==> src/rtl/atb_pkg.sv <==
package atb_pkg;

    parameter int IDX_W   = 6;
    parameter int SCORE_W = 10;
    parameter int CHAR_W  = 8;

    typedef logic [IDX_W-1:0]   idx_t;
    typedef logic [SCORE_W-1:0] score_t;
    typedef logic [CHAR_W-1:0]  char_t;

    localparam char_t GAP_SYM = char_t'(45);

    // Encoding shared with the scoring engine that writes the direction matrix.
    typedef enum logic [1:0] {
        DIR_STOP = 2'b00,
        DIR_DIAG = 2'b01,
        DIR_UP   = 2'b10,
        DIR_LEFT = 2'b11
    } dir_e;

    typedef struct packed {
        idx_t row;
        idx_t col;
    } coord_t;

    typedef struct packed {
        coord_t at;
        dir_e   dir;
        char_t  rch;
        char_t  cch;
    } cell_t;

    typedef struct packed {
        char_t rch;
        char_t cch;
    } pair_t;

    typedef enum logic [2:0] {
        ST_IDLE,
        ST_PLAN,
        ST_CATCH,
        ST_SHOW,
        ST_FIN
    } state_e;

    // Character pair produced by a non-terminal cell.
    function automatic pair_t pair_of(cell_t c);
        pair_t p;
        case (c.dir)
            DIR_DIAG: begin p.rch = c.rch;   p.cch = c.cch;   end
            DIR_UP:   begin p.rch = c.rch;   p.cch = GAP_SYM; end
            DIR_LEFT: begin p.rch = GAP_SYM; p.cch = c.cch;   end
            default:  begin p.rch = GAP_SYM; p.cch = GAP_SYM; end
        endcase
        return p;
    endfunction

    // Coordinates of the cell the walk moves to.
    function automatic coord_t step_from(cell_t c);
        coord_t n;
        n = c.at;
        case (c.dir)
            DIR_DIAG: begin n.row = c.at.row - 1'b1; n.col = c.at.col - 1'b1; end
            DIR_UP:   n.row = c.at.row - 1'b1;
            DIR_LEFT: n.col = c.at.col - 1'b1;
            default:  n = c.at;
        endcase
        return n;
    endfunction

    function automatic logic on_border(coord_t p);
        return (p.row == '0) || (p.col == '0);
    endfunction

    function automatic logic ends_walk(score_t s, dir_e d);
        return (s == '0) || (d == DIR_STOP);
    endfunction

endpackage

==> src/rtl/atb_cell_capture.sv <==
module atb_cell_capture
    import atb_pkg::*;
(
    input  logic         clk,
    input  logic         rst,
    input  logic         cap_en,
    input  coord_t       probe_at,
    input  logic [1:0]   rsp_dir,
    input  score_t       rsp_score,
    input  char_t        rsp_rch,
    input  char_t        rsp_cch,
    output cell_t        in_cell,
    output logic         in_stop,
    output cell_t        held
);

    // Read data joined with the address that was requested one cycle earlier.
    always_comb begin
        in_cell.at  = probe_at;
        in_cell.dir = dir_e'(rsp_dir);
        in_cell.rch = rsp_rch;
        in_cell.cch = rsp_cch;
    end

    assign in_stop = ends_walk(rsp_score, dir_e'(rsp_dir));

    always_ff @(posedge clk) begin
        if (rst) begin
            held <= '0;
        end else if (cap_en) begin
            held <= in_cell;
        end
    end

endmodule

==> src/rtl/atb_step_decode.sv <==
module atb_step_decode
    import atb_pkg::*;
(
    input  cell_t  cur,
    output pair_t  pair,
    output coord_t nxt,
    output logic   nxt_edge
);

    always_comb begin
        pair     = pair_of(cur);
        nxt      = step_from(cur);
        nxt_edge = on_border(nxt);
    end

endmodule

==> src/rtl/atb_ctrl.sv <==
module atb_ctrl
    import atb_pkg::*;
(
    input  logic   clk,
    input  logic   rst,
    input  logic   start,
    input  coord_t start_at,
    input  cell_t  in_cell,
    input  logic   in_stop,
    input  cell_t  held,
    input  coord_t nxt,
    input  logic   nxt_edge,
    input  logic   out_ready,
    output logic   rd_en,
    output coord_t rd_at,
    output logic   cap_en,
    output cell_t  cur,
    output logic   out_valid,
    output logic   out_last,
    output logic   done
);

    state_e st;
    coord_t probe;
    logic   have_cur;
    logic   last_q;

    // Read issue is combinational so the request leaves in the deciding cycle.
    always_comb begin
        rd_en  = 1'b0;
        rd_at  = probe;
        cap_en = 1'b0;
        case (st)
            ST_IDLE: begin
                if (start && !on_border(start_at)) begin
                    rd_en = 1'b1;
                    rd_at = start_at;
                end
            end
            ST_PLAN: begin
                if (!nxt_edge) begin
                    rd_en = 1'b1;
                    rd_at = nxt;
                end
            end
            ST_CATCH: cap_en = 1'b1;
            default: ;
        endcase
    end

    always_ff @(posedge clk) begin
        if (rst) begin
            st       <= ST_IDLE;
            probe    <= '0;
            cur      <= '0;
            have_cur <= 1'b0;
            last_q   <= 1'b0;
        end else begin
            case (st)
                ST_IDLE: begin
                    if (start) begin
                        have_cur <= 1'b0;
                        last_q   <= 1'b0;
                        if (on_border(start_at)) begin
                            st <= ST_FIN;
                        end else begin
                            probe <= start_at;
                            st    <= ST_CATCH;
                        end
                    end
                end
                ST_PLAN: begin
                    if (nxt_edge) begin
                        last_q <= 1'b1;
                        st     <= ST_SHOW;
                    end else begin
                        probe <= nxt;
                        st    <= ST_CATCH;
                    end
                end
                ST_CATCH: begin
                    if (!have_cur) begin
                        if (in_stop) begin
                            st <= ST_FIN;
                        end else begin
                            cur      <= in_cell;
                            have_cur <= 1'b1;
                            st       <= ST_PLAN;
                        end
                    end else begin
                        last_q <= in_stop;
                        st     <= ST_SHOW;
                    end
                end
                ST_SHOW: begin
                    if (out_ready) begin
                        if (last_q) begin
                            st <= ST_FIN;
                        end else begin
                            cur <= held;
                            st  <= ST_PLAN;
                        end
                    end
                end
                default: st <= ST_IDLE;
            endcase
        end
    end

    assign out_valid = (st == ST_SHOW);
    assign out_last  = last_q;
    assign done      = (st == ST_FIN);

endmodule

==> src/rtl/align_traceback.sv <==
module align_traceback
    import atb_pkg::*;
(
    input  logic               clk,
    input  logic               rst,
    input  logic               start,
    input  logic [IDX_W-1:0]   start_row,
    input  logic [IDX_W-1:0]   start_col,
    output logic               mem_rd_en,
    output logic [IDX_W-1:0]   mem_rd_row,
    output logic [IDX_W-1:0]   mem_rd_col,
    input  logic [1:0]         mem_dir,
    input  logic [SCORE_W-1:0] mem_score,
    input  logic [CHAR_W-1:0]  mem_row_ch,
    input  logic [CHAR_W-1:0]  mem_col_ch,
    output logic               out_valid,
    input  logic               out_ready,
    output logic [CHAR_W-1:0]  out_row_ch,
    output logic [CHAR_W-1:0]  out_col_ch,
    output logic               out_last,
    output logic               done
);

    coord_t start_at;
    coord_t rd_at;
    cell_t  in_cell;
    cell_t  held;
    cell_t  cur;
    pair_t  pair;
    coord_t nxt;
    logic   in_stop;
    logic   nxt_edge;
    logic   cap_en;

    assign start_at.row = start_row;
    assign start_at.col = start_col;

    atb_ctrl u_ctrl (
        .clk       (clk),
        .rst       (rst),
        .start     (start),
        .start_at  (start_at),
        .in_cell   (in_cell),
        .in_stop   (in_stop),
        .held      (held),
        .nxt       (nxt),
        .nxt_edge  (nxt_edge),
        .out_ready (out_ready),
        .rd_en     (mem_rd_en),
        .rd_at     (rd_at),
        .cap_en    (cap_en),
        .cur       (cur),
        .out_valid (out_valid),
        .out_last  (out_last),
        .done      (done)
    );

    atb_cell_capture u_cap (
        .clk       (clk),
        .rst       (rst),
        .cap_en    (cap_en),
        .probe_at  (rd_at),
        .rsp_dir   (mem_dir),
        .rsp_score (mem_score),
        .rsp_rch   (mem_row_ch),
        .rsp_cch   (mem_col_ch),
        .in_cell   (in_cell),
        .in_stop   (in_stop),
        .held      (held)
    );

    atb_step_decode u_dec (
        .cur      (cur),
        .pair     (pair),
        .nxt      (nxt),
        .nxt_edge (nxt_edge)
    );

    assign mem_rd_row = rd_at.row;
    assign mem_rd_col = rd_at.col;
    assign out_row_ch = pair.rch;
    assign out_col_ch = pair.cch;

endmodule

==> config.mk <==
export PLATFORM = sky130hd
export DESIGN_NAME = align_traceback
export DESIGN_NICKNAME = d
export VERILOG_FILES = /design/src/rtl/atb_pkg.sv /design/src/rtl/atb_cell_capture.sv /design/src/rtl/atb_step_decode.sv /design/src/rtl/atb_ctrl.sv /design/src/rtl/align_traceback.sv
export SDC_FILE = /design/constraint.sdc
export NUM_CORES = 1
export LEC_CHECK = 0
export BUFFER_PORTS_ARGS = -buffer_cell sky130_fd_sc_hd__buf_2
export CELL_PAD_IN_SITES_DETAIL_PLACEMENT = 1
export CELL_PAD_IN_SITES_GLOBAL_PLACEMENT = 2
export CORE_MARGIN = 2
export CORE_UTILIZATION = 31
export DETAILED_ROUTE_END_ITERATION = 7
export GPL_TIMING_DRIVEN = 0
export MAX_ROUTING_LAYER = met4
export PLACE_DENSITY_LB_ADDON = 0.1
export SETUP_SLACK_MARGIN = 0.15
export SLEW_MARGIN = 20
export SYNTH_ARGS = -nofsm -noshare
export SYNTH_HDL_FRONTEND = slang
export SYNTH_SLANG_ARGS = --single-unit
export TNS_END_PERCENT = 50
==> constraint.sdc <==
create_clock -name clk -period 4.05 [get_ports clk]
set_input_delay 0.6075 -clock clk [delete_from_list [all_inputs] [get_ports clk]]
set_output_delay 0.6075 -clock clk [all_outputs]
set_load 0.005 [all_outputs]
### After elaboration in Yosys (flattened, before gate mapping)

Cells that the tools add are included.

* register bits after elaboration: 77
* bits in latches: 0
* RAM bits: 0
* bits in read-only memories: 0
* input bits: 44
* output and inout bits: 32
* logic and storage cells: 88
* memories kept: 0

* $add $sub $neg: 2
* multiply operators: 0
* divide/modulo/power cells: 0
* $lt $le $gt $ge: 0
* equality and inequality tests: 15
* shift operators: 0
* mux-type cells: 33
* bitwise gates (word level): 0
* reduce and logical (&&, ||, !) cells: 23

Operator list (count)
* 2-to-1 mux 30 bit: 4
* one-hot mux 30 bit (2 select lines): 1
* 2-to-1 mux 12 bit: 4
* one-hot mux 12 bit (2 select lines): 2
* one-hot mux 16 bit (3 select lines): 1
* logical NOT 6 bit: 4
* 2-to-1 mux 3 bit: 6
* 2-to-1 mux 6 bit: 2
* one-hot mux 3 bit (4 select lines): 1
* subtractor 6 x 1 -> 6 bit (second input constant): 2
* logical NOT 10 bit: 1
* != test 2 bit (second input constant): 5
* 2-to-1 mux 1 bit: 9
* == test 3 x 2 -> 1 bit (second input constant): 2
* != test 2 x 1 -> 1 bit (second input constant): 3
* nonzero test 2 bit: 3
* AND reduction 5 bit: 1
* == test 2 bit (second input constant): 2
* one-hot mux 1 bit (2 select lines): 2
* AND reduction 2 bit: 2
* AND reduction 4 bit: 1
* OR reduction 2 bit: 2
* == test 3 x 1 -> 1 bit (second input constant): 1
* == test 3 bit (second input constant): 1
* other kinds (9): 11

### Logic depth before layout (Yosys ltp)

* word-level depth: 10
* mapped depth: 11
* depth with buffers taken out: 9

### Hierarchy

Synthesis repeated with hierarchy kept, for this count alone.

* cell total of the unflattened synthesis: 539
* area total of the unflattened synthesis: 4593.2 µm²

Modules (own cells, without submodules)
* atb_ctrl: instances 1, cells an instance 332, area each 2763.9 µm², seq. area each 940.9 µm²
* atb_cell_capture: instances 1, cells an instance 132, area each 1350.0 µm², seq. area each 600.6 µm²
* atb_step_decode: instances 1, cells an instance 75, area each 479.2 µm², seq. area each 0.0 µm²

### Least setup slack after synthesis

OpenSTA, ideal clock, no wires.

* kind: register -> output
* start point: register u_ctrl.cur[16] (netlist name)
* end point: output port mem_rd_row[0]
* arrival time: 2685 ps
* required time: 3442 ps
* setup slack: 758 ps
* cell stages (with the launch flop): 12
* buffers on the path: 2
* cell sequence: dfxtp_1 -> clkbuf_1 -> inv_1 -> ha_1 -> buf_4 -> nor4b_2 -> xor2_1 -> or4_4 -> o21a_4 -> mux2_4 -> a21oi_2 -> inv_1

* word-level cells in the longest chain between the ends: 7
* elaborated cells on any way between the ends: 12
* classes of those cells: 3 x eq/ne; 4 x mux; 5 x reduce/logical

Ends and longest elaborated chain
* == test 2 x 1 -> 1 bit / == test 2 bit (equally long branches): RTL line atb_pkg.sv:62 `case (c.dir)`
* OR reduction 2 bit (no line)
* 2-to-1 mux 6 bit
* logical NOT 6 bit: RTL line atb_pkg.sv:72 `return (p.row == '0) || (p.col == '0);`
* logical OR 1 bit: RTL line atb_pkg.sv:72
* 2-to-1 mux 12 bit *
* one-hot mux 12 bit (2 select lines) *: RTL line atb_ctrl.sv:33 `case (st)`
* end, declared: RTL line align_traceback.sv:10 `output logic [IDX_W-1:0] mem_rd_row,`

Every way passes the cells marked *; elsewhere a longest branch is shown, timed or not.

### Final worst setup path

* start point: register u_ctrl.cur[16] (netlist name)
* end point: output port mem_rd_col[4]

* word-level cells in the longest chain between the ends: 7
* elaborated cells on any way between the ends: 12
* classes of those cells: 3 x eq/ne; 4 x mux; 5 x reduce/logical

Ends and longest elaborated chain
* == test 2 x 1 -> 1 bit / == test 2 bit (equally long branches): RTL line atb_pkg.sv:62
* OR reduction 2 bit (no line)
* 2-to-1 mux 6 bit
* logical NOT 6 bit: RTL line atb_pkg.sv:72
* logical OR 1 bit: RTL line atb_pkg.sv:72
* 2-to-1 mux 12 bit *
* one-hot mux 12 bit (2 select lines) *: RTL line atb_ctrl.sv:33
* end, declared: RTL line align_traceback.sv:11 `output logic [IDX_W-1:0] mem_rd_col,`

Marks and branches as above.

==> results.sh <==
export IMPL_critPathTopFamily="compound AO/OA/AOI/OAI gates"
export IMPL_ys_ff_latch=77
export IMPL_ys_top_cells_by_count="nand2_1, dfxtp_1, nor2_1"
export IMPL_rows=41
export IMPL_grt_max_degree=12
export IMPL_die_area_sq_mm=0.0138
export IMPL_end_kind="output pin"
export IMPL_grt_pass1_vias=4130
export IMPL_syn_nets=574
export IMPL_antenna_found_initial=0
export IMPL_io_buffers=75
export IMPL_ys_top_cells_by_area="dfxtp_1, nand2_1, a21oi_1"
export IMPL_slew_headroom=0.527
export IMPL_first_pass_iters=7
export IMPL_core_sq_mm=0.0126
export IMPL_vias=4132
export IMPL_min_period_over_period=0.938
export IMPL_critPathLaunchType="register"
export IMPL_hold_path_class="register to register"
export IMPL_ys_seq_area_frac=0.388
export IMPL_power_density_mw_per_mm2=505
export IMPL_die_h_um=117
export IMPL_slew_violations=0
export IMPL_ir_drop_mv=0.236
export IMPL_clock_sinks=77
export IMPL_synth_async_reset_ratio=0
export IMPL_cpMaxStageDelayCell="o41ai_1"
export IMPL_ant_nets=0
export IMPL_cts_made_buffers=9
export IMPL_postSynthCellCount=524
export IMPL_antennaDiodeCount=0
export IMPL_netlist_cell_type_count=55
export IMPL_io_pins=76
export IMPL_globalplace_congestion=0.824
export IMPL_drive_gt1_frac=0.195
export IMPL_crit_fanout=10
export IMPL_synth_area_sq_mm=0.00398
export IMPL_postSynthAreaPerCell_sq_um=7.59
export IMPL_synth_top_area_cell="dfxtp_1"
export IMPL_cts_tree="done"
export IMPL_p_total_mw=2.50
export IMPL_drt_initial_drc_count=218
export IMPL_grt_ovfl_total=0
export IMPL_cp_required_ns=3.44
export IMPL_route_detailed_drc=0
export IMPL_die_x_um=117
export IMPL_path_clk_slew_ns=0.06
export IMPL_post_route_util=0.394
export IMPL_avgRoutedWirePerCell_um=18.9
export IMPL_cts_max_level=3
export IMPL_synth_top_area_frac=0.388
export IMPL_yosys_warnings=0
export IMPL_clockBufferDepth=2
export IMPL_cpPeakStageDelay_ns=0.47
export IMPL_drv_cap=0
export IMPL_dp_hpwl_mm=11.1
export IMPL_max_freq_mhz=263
export IMPL_grt_pass1_wl_mm=22.9
export IMPL_initial_utilization=0.316
export IMPL_synth_most_common_cell="nand2_1"
export IMPL_cts_root_buf="clkbuf_16"
export IMPL_grt_usage=0.232
export IMPL_setup_violations=0
export IMPL_clkLatencyLatePin_ns=0.34
export IMPL_syn_to_final_growth_pct=24.4
export IMPL_rsz0062_at_grt="yes"
export IMPL_critPathBufInv=6
export IMPL_tightest_slew_ns=0.709
export IMPL_fin_nets=662
export IMPL_crit_arrival_ns=3.19
export IMPL_routed_via_density=5.25
export IMPL_drt_total_wl_mm=14.8
export IMPL_finClkSkew_ns=0.00902
export IMPL_path_class="register to output pin"
export IMPL_outcome="completed"
export IMPL_period_needed_ns=3.80
export IMPL_path_cells="clkbuf_8 > inv_1 > ha_1 > buf_4 > nor4b_2 > xor2_1 > buf_4 > o41ai_1 > o21ai_0 > a21oi_2 > inv_1 > buf_2"
export IMPL_hold_viol=0
export IMPL_power_leakage_nw=1.96
export IMPL_synth_edf_count=0
export IMPL_synth_main_ff_cell="dfxtp_1"
layout by cell type, fill, tap and decap left out, types with 4 or more instances in the layout:
cell type / n
nand2_1: 115
buf_2: 76
dfxtp_1: 76
nor2_1: 48
a21oi_1: 46
o21ai_0: 36
clkbuf_1: 26
a311oi_1: 19
inv_1: 18
nor3_1: 12
nand3_1: 10
and2_1: 10
clkbuf_16: 9
xor2_1: 6
nor4_1: 6
ha_1: 6
buf_1: 5
nand2b_1: 5
buf_4: 4
or3_1: 4
o211ai_1: 4
a221oi_1: 4
a31oi_1: 4
clkbuf_8: 4
flip-flops by register name, summed over array words and instances (netlist names):
name / count
u_ctrl.probe: 12
u_ctrl.out_last: 1
u_ctrl.have_cur: 1
u_cap.held: 30
u_ctrl.st: 3
u_ctrl.cur: 30
metal layers:
| layer | part of all wire | track usage |
|---|---|---|
| met1 | 0.48 | 0.312 |
| met2 | 0.46 | 0.355 |
| met3 | 0.047 | 0.0499 |
| met4 | 0.016 | 0.0565 |
| met5 | 0 | - |
final cells by class:
cell class	instances	area (sq um)
inverters	19	71.3
multi-input cells	393	2270
clock inverters	1	30.0
repair buffers	77	390
clock buffers	13	270
plain buffers	35	158
fillers	1600	7620
well taps	172	215
flip-flops and latches	77	1540
timing repair:
action,CTS,global route
hold buffers,0,0
setup endpoints to repair,13,10
gates resized for setup,5,6
pin swaps,1,1
buffers inserted,1,1
cloned,0,0
final timing paths:
path         cells past startpoint                         from                           to  slack, ns
max                             12  u_ctrl.cur[16]$_SDFFE_PP0P_                mem_rd_col[4]       0.25
min                              2   u_cap.held[2]$_SDFFE_PP0P_   u_cap.held[2]$_SDFFE_PP0P_       0.46
min reg2reg                      2   u_cap.held[2]$_SDFFE_PP0P_   u_cap.held[2]$_SDFFE_PP0P_       0.46
max reg2reg                     12  u_ctrl.cur[16]$_SDFFE_PP0P_  u_ctrl.cur[24]$_SDFFE_PP0P_       1.04
per-stage QoR:
stage	cell area (sq um)	cells	setup TNS [ns]	setup slack (ns)	hold WS [ns]
after global placement	4570	771	-0.0174	-0.0174	0.442
after detailed placement	4570	771	0	0.0574	0.449
after global routing	4950	787	0	0.0643	0.476
final	4950	787	0	0.251	0.455
after floorplan	3980	524	0	0.758	0.433
after CTS	4890	786	0	0.186	0.458
worst register-to-register path, cell delays in order (launching register included):
cell	delay [ns]
dfxtp_2	0.38
clkbuf_8	0.18
inv_1	0.07
ha_1	0.30
buf_4	0.17
and4bb_2	0.25
xor2_2	0.17
or4_4	0.47
o21a_4	0.19
mux2_4	0.33
a21oi_4	0.13
buf_4	0.15
a221oi_1	0.07
power by group:
part | internal (mW) | switching, mW
Clock | 0.522 | 0.323
Sequential | 0.845 | 0.0608
Combinational | 0.284 | 0.464
Total | 1.65 | 0.847
kinds of logic (layout without fill, tap and decap cells):
kind of cell,after synthesis,in the layout,share of synthesized area
AOI/OAI and AO/OA,145,145,0.246
xor gates and xnor gates,10,10,0.0220
adders and majority gates,6,6,0.0189
buffers and inverters,54,145,0.0550
DFF,77,77,0.388
muxes,2,2,0.00755
and+or+nand+nor,230,230,0.263
Note: power is estimated with default switching activity, not from simulation.
